<file path="src/rtl/irq_gate_pkg.sv">
// Package: shared widths and types for the interrupt request gating block.
// Assumes: the line count is fixed by the core's cause register layout.
package irq_gate_pkg;

    // Number of external interrupt lines and of synchronizer flops.
    localparam int IRQ_LINES   = 8;
    localparam int SYNC_DEPTH  = 2;

    // One bit per interrupt line.
    typedef logic [IRQ_LINES-1:0] irq_vec_t;

    // Global gating fields of the processor status word.
    typedef struct packed {
        logic int_en;
        logic exc_lvl;
        logic err_lvl;
        logic dbg;
    } irq_global_t;

    // True when every global condition allows a request.
    function automatic logic gate_open(input irq_global_t g);
        return g.int_en & ~g.exc_lvl & ~g.err_lvl & ~g.dbg;
    endfunction

endpackage

</file>
<file path="src/rtl/irq_sync_bank.sv">
// Module: irq_sync_bank
// Brings WIDTH asynchronous level signals into the clk domain through a
// chain of STAGES flops per bit. The last stage is the synchronized value.
// Assumes: inputs are levels held much longer than one clock period.
module irq_sync_bank #(
    parameter int WIDTH  = 8,
    parameter int STAGES = 2
) (
    input  logic             clk,
    input  logic             rst_n,
    input  logic [WIDTH-1:0] async_in,
    output logic [WIDTH-1:0] sync_out
);

    logic [WIDTH-1:0] stage_q [STAGES];

    for (genvar k = 0; k < STAGES; k++) begin : g_stage
        if (k == 0) begin : g_first
            // First flop: samples the raw asynchronous lines.
            always_ff @(posedge clk) begin
                if (!rst_n) stage_q[k] <= '0;
                else        stage_q[k] <= async_in;
            end
        end else begin : g_next
            // Later flops: pass the value one stage further.
            always_ff @(posedge clk) begin
                if (!rst_n) stage_q[k] <= '0;
                else        stage_q[k] <= stage_q[k-1];
            end
        end
    end

    assign sync_out = stage_q[STAGES-1];

endmodule

</file>
<file path="src/rtl/irq_mask_match.sv">
// Module: irq_mask_match
// Combinational per-line match of pending bits against mask bits, plus
// the OR reduction of all matches.
// Assumes: both vectors use the same bit-per-line numbering.
module irq_mask_match #(
    parameter int WIDTH = 8
) (
    input  logic [WIDTH-1:0] pending,
    input  logic [WIDTH-1:0] mask,
    output logic [WIDTH-1:0] match,
    output logic             any_match
);

    for (genvar i = 0; i < WIDTH; i++) begin : g_line
        assign match[i] = pending[i] & mask[i];
    end

    // Reduce the per-line matches to one flag.
    always_comb begin
        any_match = |match;
    end

endmodule

</file>
<file path="src/rtl/irq_req_reg.sv">
// Module: irq_req_reg
// Registers the hard-interrupt request from the global gate and the mask
// match. It is re-evaluated on every clock, so a change of any input shows
// on the request after one edge.
// Assumes: global fields are stable synchronous inputs.
module irq_req_reg
    import irq_gate_pkg::*;
(
    input  logic        clk,
    input  logic        rst_n,
    input  irq_global_t glob,
    input  logic        any_match,
    output logic        req
);

    logic up_q;

    // Marks that at least one reset-free edge has passed since reset.
    always_ff @(posedge clk) begin
        if (!rst_n) up_q <= 1'b0;
        else        up_q <= 1'b1;
    end

    // Request register: open gate and at least one unmasked pending line.
    always_ff @(posedge clk) begin
        if (!rst_n) req <= 1'b0;
        else        req <= gate_open(glob) & any_match;
    end

    AST_REQ_NEEDS_GATE: assert property (@(posedge clk) disable iff (!rst_n)
        (up_q && req) |-> $past(glob.int_en && !glob.exc_lvl && !glob.err_lvl && !glob.dbg));
    AST_REQ_NEEDS_MATCH: assert property (@(posedge clk) disable iff (!rst_n)
        (up_q && req) |-> $past(any_match));
    AST_GATE_FAIL_CLEARS: assert property (@(posedge clk) disable iff (!rst_n)
        (!glob.int_en || glob.exc_lvl || glob.err_lvl || glob.dbg) |=> !req);
    AST_MATCH_RAISES: assert property (@(posedge clk) disable iff (!rst_n)
        (glob.int_en && !glob.exc_lvl && !glob.err_lvl && !glob.dbg && any_match) |=> req);

endmodule

</file>
<file path="src/rtl/irq_gate_top.sv">
// Module: irq_gate_top
// Interrupt request gating: synchronizes eight interrupt lines into pending
// bits, matches them against the status mask and raises a registered
// request when the global status conditions allow it.
// Assumes: status inputs and debug flag are in the clk domain.
module irq_gate_top
    import irq_gate_pkg::*;
(
    input  logic                 clk,
    input  logic                 rst_n,
    input  logic [IRQ_LINES-1:0] irq_lines,
    input  logic                 st_int_en,
    input  logic                 st_exc_lvl,
    input  logic                 st_err_lvl,
    input  logic [IRQ_LINES-1:0] st_irq_mask,
    input  logic                 dbg_mode,
    output logic [IRQ_LINES-1:0] cause_pending,
    output logic                 irq_req
);

    irq_vec_t    pend;
    irq_vec_t    match;
    logic        any_match;
    irq_global_t glob;
    logic        seen_rst_q;
    logic [1:0]  run_cnt_q;

    assign glob = '{int_en: st_int_en, exc_lvl: st_exc_lvl,
                    err_lvl: st_err_lvl, dbg: dbg_mode};

    irq_sync_bank #(.WIDTH(IRQ_LINES), .STAGES(SYNC_DEPTH)) u_sync (
        .clk      (clk),
        .rst_n    (rst_n),
        .async_in (irq_lines),
        .sync_out (pend)
    );

    irq_mask_match #(.WIDTH(IRQ_LINES)) u_match (
        .pending   (pend),
        .mask      (st_irq_mask),
        .match     (match),
        .any_match (any_match)
    );

    irq_req_reg u_req (
        .clk       (clk),
        .rst_n     (rst_n),
        .glob      (glob),
        .any_match (any_match),
        .req       (irq_req)
    );

    assign cause_pending = pend;

    // Records that a reset edge has been seen, for the reset check.
    always_ff @(posedge clk) begin
        if (!rst_n) seen_rst_q <= 1'b1;
    end

    // Counts reset-free edges up to three, for the latency check.
    always_ff @(posedge clk) begin
        if (!rst_n)              run_cnt_q <= '0;
        else if (run_cnt_q != 3) run_cnt_q <= run_cnt_q + 2'd1;
    end

    AST_RESET_CLEARS: assert property (@(posedge clk)
        (seen_rst_q && !$past(rst_n)) |-> (cause_pending == '0 && !irq_req));

    if (SYNC_DEPTH == 2) begin : g_lat_chk
        AST_PENDING_LATENCY: assert property (@(posedge clk) disable iff (!rst_n)
            (run_cnt_q >= 2) |-> (cause_pending == $past(irq_lines, 2)));
    end

    AST_MATCH_SUBSET: assert property (@(posedge clk) disable iff (!rst_n)
        (run_cnt_q >= 1) |-> ((match & ~cause_pending) == '0));

endmodule

</file>
<file path="config.mk">
export PLATFORM = sky130hd
export DESIGN_NAME = irq_gate_top
export DESIGN_NICKNAME = d
export VERILOG_FILES = /design/src/rtl/irq_gate_pkg.sv /design/src/rtl/irq_sync_bank.sv /design/src/rtl/irq_mask_match.sv /design/src/rtl/irq_req_reg.sv /design/src/rtl/irq_gate_top.sv
export SDC_FILE = /design/constraint.sdc
export NUM_CORES = 1
export LEC_CHECK = 0
export BUFFER_PORTS_ARGS = -buffer_cell sky130_fd_sc_hd__buf_4
export CAP_MARGIN = 5
export CELL_PAD_IN_SITES_DETAIL_PLACEMENT = 1
export CELL_PAD_IN_SITES_GLOBAL_PLACEMENT = 2
export CORE_MARGIN = 2
export CORE_UTILIZATION = 20
export DETAILED_ROUTE_END_ITERATION = 8
export PLACE_DENSITY_LB_ADDON = 0.1
export SYNTH_ARGS = -nofsm -noshare
export SYNTH_HDL_FRONTEND = slang
export SYNTH_SLANG_ARGS = --single-unit
</file>
<file path="constraint.sdc">
create_clock -name clk -period 0.9 [get_ports clk]
set_input_delay 0.045 -clock clk [delete_from_list [all_inputs] [get_ports clk]]
set_output_delay 0.045 -clock clk [all_outputs]
set_load 0.005 [all_outputs]
</file>
# Word level (Yosys, flattened, before mapping)
# Memory sizes are Yosys's and may differ from the RTL's.
# Index checks and enable logic that the tools add are counted.
[word_totals]
reg_bits = 1
ramBits = 16
input_bits = 22
out_inout_bits = 9
elab_cells = 24
mem_count = 1
[mem_list]
columns = ["name", "depth", "width", "rd", "rd_ports_with_merged_regs", "wr", "line", "source"]
rows = [
  ["u_sync.stage_q", 2, 8, 2, 0, 2, "irq_sync_bank.sv:15", "logic [WIDTH-1:0] stage_q [STAGES];"],
]
[classes]
mux = 4
bitwise_logic = 17
n_reduce_logical = 1
[ops]
columns = ["op", "n"]
rows = [
  ["2-to-1 mux 8 bit", 2],
  ["AND 1 bit", 12],
  ["OR reduction 8 bit", 1],
  ["inverter 1 bit", 3],
  ["2-to-1 mux 1 bit", 2],
  ["bitwise OR 1 bit", 2],
]

# Longest topological paths before layout
[logic_depth]
word_depth = 5
mapped_depth = 3
depth_no_buf = 3

# Modules after synthesis
# A second synthesis with hierarchy kept.
[hier_totals]
hier_cells = 47
area_unflattened_um2 = 564.3
[by_module_without_submodules]
columns = ["mod", "n_inst", "cells_each", "area_per_inst_um2", "seq_area_each_um2"]
rows = [
  ["irq_sync_bank", 1, 33, 446.7, 320.3],
  ["irq_mask_match", 1, 11, 73.8, 0.0],
  ["irq_req_reg", 1, 3, 43.8, 20.0],
]

# Worst setup path after synthesis
# Ideal clock, no wire load.
[synth_path]
path_kind = "register to register"
start = "memory u_sync.stage_q[1][1]"
end = "register u_req.req"
setup_ps = 127
arrival_time_ps = 773
required_ps = 773
slack_ps = 1
path_stages_with_launch = 4
n_path_buf = 0
synth_period_minus_slack_ps = 899
cell_sequence = "dfxtp_1 > a22o_1 > a221oi_2 > a31oi_1"
[synth_lines]
columns = ["item", "line", "source"]
rows = [
  ["start: declaration", "irq_sync_bank.sv:15", ""],
  ["end signal: assignment", "irq_req_reg.sv:27", "else req <= gate_open(glob) & any_match;"],
  ["end: declaration", "irq_req_reg.sv:13", "output logic req"],
]

==> flow_metrics.py <==
metrics = {
    "run_status": {
        "outcome": "finished with violations",
        "violations": "negative setup slack",
    },
    "critical_path": {
        "arrival_ns": 1.07,
        "crit_chain": "a22o_1, a221oi_2, a31oi_1",
        "cp-startpoint": "u_sync.stage_q[1][1]",
        "crit_fanout": 2,
        "regToRegSetupSlack_ns": -0.007,
        "reg2reg_depth": 3,
        "timing.rr.start": "u_sync.stage_q[1][1]",
        "critPathSlowestCell": "dfxtp_2",
        "critPathKind": "reg -> reg",
        "critPathMaxStageDelay_ns": 0.33,
        "worstPathRequired_ns": 1.07,
        "cp-start-kind": "flip-flop",
        "critPathCapture": "u_req.req",
        "reg2reg_to": "u_req.req",
        "endpoint_kind": "flip-flop",
    },
    "timing": {
        "relSlewSlack_pct": 86.2,
        "finalCritPeriodShare_pct": 101,
        "whs_ns": 0.0123,
        "drv_slew": 0,
        "max_slew.worst_pin.slew_ns": 0.206,
        "max_freq_ghz": 1.10,
        "fin_ws_ns": -0.00654,
        "period_minus_slack_ns": 0.907,
        "hold_viol": 0,
        "rsz0062_at_grt": "true",
        "final.setup.tns_ns": -0.00654,
        "finClkSkew_ns": 0.00243,
        "setup_violations": 1,
    },
    "drt": {
        "postRouteAntennaNets": 0,
        "drc_errors": 0,
        "drt_iter0_markers": 4,
        "vias": 436,
        "dr.pass1.iters": 2,
        "drt-total-wl_um": 1080,
        "wire_per_inst_um": 9.66,
        "viasPerCell": 3.89,
    },
    "flow_run": {
        "drv_cap": 0,
    },
    "final_layout": {
        "fin_nets": 105,
        "drive_above_1_share_pct": 45.1,
        "antenna_cells": 0,
        "fin_area_um2": 876,
        "area_growth_pct": 72.0,
    },
    "synth": {
        "synth_edf_count": 0,
        "syn-cell-area_um2": 509,
        "ys_seq_area_share_pct": 66.8,
        "syn_nets": 63,
        "synth.avg_cell_area_um2": 12.4,
        "synthArstFlopShare_pct": 0,
        "yosysWarnings": 0,
        "synth_most_common_cell": "dfxtp_1",
        "synth_common_cells": "dfxtp_1 (17), and2_1 (16), a22oi_1 (2)",
        "synth.top_cell.area_share_pct": 66.8,
        "netlist_instances": 41,
        "synth_area_leaders": "dfxtp_1 (67%), and2_1 (20%), a221oi_2 (2.9%)",
        "synth-seq-cells": 17,
        "synth.distinct_cells": 9,
        "synth_top_cell_by_area": "dfxtp_1",
        "synth_top_flop_cell": "dfxtp_1",
    },
    "floorplanning": {
        "die-area_um2": 2970,
        "start_util_pct": 20.7,
        "ios": 31,
        "coreArea_um2": 2450,
        "fp-row-count": 18,
        "die_width_um": 54.5,
        "die_y_um": 54.5,
    },
    "worst_hold_path": {
        "hold_class": "in -> reg",
    },
    "clock_tree": {
        "clockBufferDepth": 2,
        "root_buffer": "clkbuf_4",
        "htreeDepth": 1,
        "tritoncts": "yes",
        "numClockSinks": 17,
        "cts_buffers": 3,
        "clkLatencyLatePin_ns": 0.28,
        "path_clk_slew_ns": 0.09,
        "post-cts-setup-buffers": 0,
    },
    "global_route": {
        "grt_first_pass_wirelength_um": 1750,
        "grt_max_degree": 18,
        "grt_pass1_vias": 442,
        "antenna_found_initial": 0,
        "grt_usage_pct": 8.51,
        "grt_overflow_total": 0,
    },
    "placed_design": {
        "io_buffers": 30,
        "placed_cell_area_um2": 767,
        "gp_congestion": 0.588,
    },
    "power": {
        "power.leakage_nw": 0.398,
        "power.density_nw_per_um2": 1530,
        "ir_worst_vdd_uv": 970,
    },
}
metal layers:
metal	share of wire (%)	GRT usage [%]	wire length, µm
met4	0	2.50	0
met3	14	4.64	148
met2	47	15.1	506
met5	0	0	0
met1	39	8.51	427
logic make-up after synthesis:
| family | synth area share, % |
|---|---|
| compound gates | 8.84 |
| buf+inv | 0.982 |
| simple gates | 23.3 |
| flops | 66.8 |
layout by cell type, fill, tap and decap left out:
| master | Yosys | routed |
|---|---|---|
| dfxtp_1 | 17 | 16 |
| buf_4 | 0 | 30 |
| clkinv_2 | 0 | 1 |
| nand2_1 | 1 | 1 |
| a22o_1 | 1 | 1 |
| dlygate4sd3_1 | 0 | 8 |
| a31oi_1 | 1 | 1 |
| and2_1 | 16 | 16 |
| a22oi_1 | 2 | 2 |
| clkbuf_4 | 0 | 3 |
| dfxtp_2 | 0 | 1 |
| a221oi_2 | 1 | 1 |
| nor4b_2 | 1 | 1 |
worst min path at each step:
| stage | from | endpoint | slack [ns] | depth (start not counted) |
|---|---|---|---|---|
| floorplan | rst_n | u_req.req | 0.16 | 2 |
| global placement | irq_lines[3] | u_sync.stage_q[0][3] | 0.26 | 2 |
| detailed placement | irq_lines[3] | u_sync.stage_q[0][3] | 0.26 | 2 |
| CTS | dbg_mode | u_req.req | 0.004 | 4 |
| global route | dbg_mode | u_req.req | 0.03 | 4 |
| finish | dbg_mode | u_req.req | 0.01 | 4 |
state kept, by name (all words and copies together), names as in the netlist:
| signal | cells |
|---|---|
| u_sync.stage_q | 16 |
| u_req.req | 1 |
where the power goes:
| group | internal, mW | switching, mW | total, mW |
|---|---|---|---|
| clock network | 0.165 | 0.218 | 0.383 |
| registers | 0.786 | 0.0110 | 0.797 |
| logic | 0.121 | 0.0431 | 0.164 |
worst max-delay path: cells and delay by family, from the launching register on:
kind / cells / cell delay (ns)
AOI/OAI and AO/OA: 3 / 0.46
DFF: 1 / 0.33
metrics by stage:
stage	setup WS (ns)	std cells	utilization (%)	total power, mW
2_1_floorplan	0.000890	41	-	0.851
3_3_place_gp	-0.00483	100	31.2	0.954
3_5_place_dp	-0.0325	100	31.2	0.956
4_1_cts	-0.0152	112	35.7	1.39
5_1_grt	-0.0549	112	35.7	1.44
6_report	-0.00654	112	35.7	1.34
area by class of cell:
class	instances	area [µm²]
multi-input cells	23	164
flip-flops and latches	17	342
fillers	284	1580
clock buffers	3	22.5
clock inverters	1	5.00
well taps	30	37.5
repair buffers	38	305
timing repair:
action | 4_1_cts | 5_1_grt
hold buffers | 8 | 0
endpoints found under the setup margin | 1 | 1
gates cloned | 0 | 0
pin swaps | 2 | 0
resized for setup | 1 | 0
endpoints found under the hold margin | 8 | 0
Power figures use the tool's default switching activity.
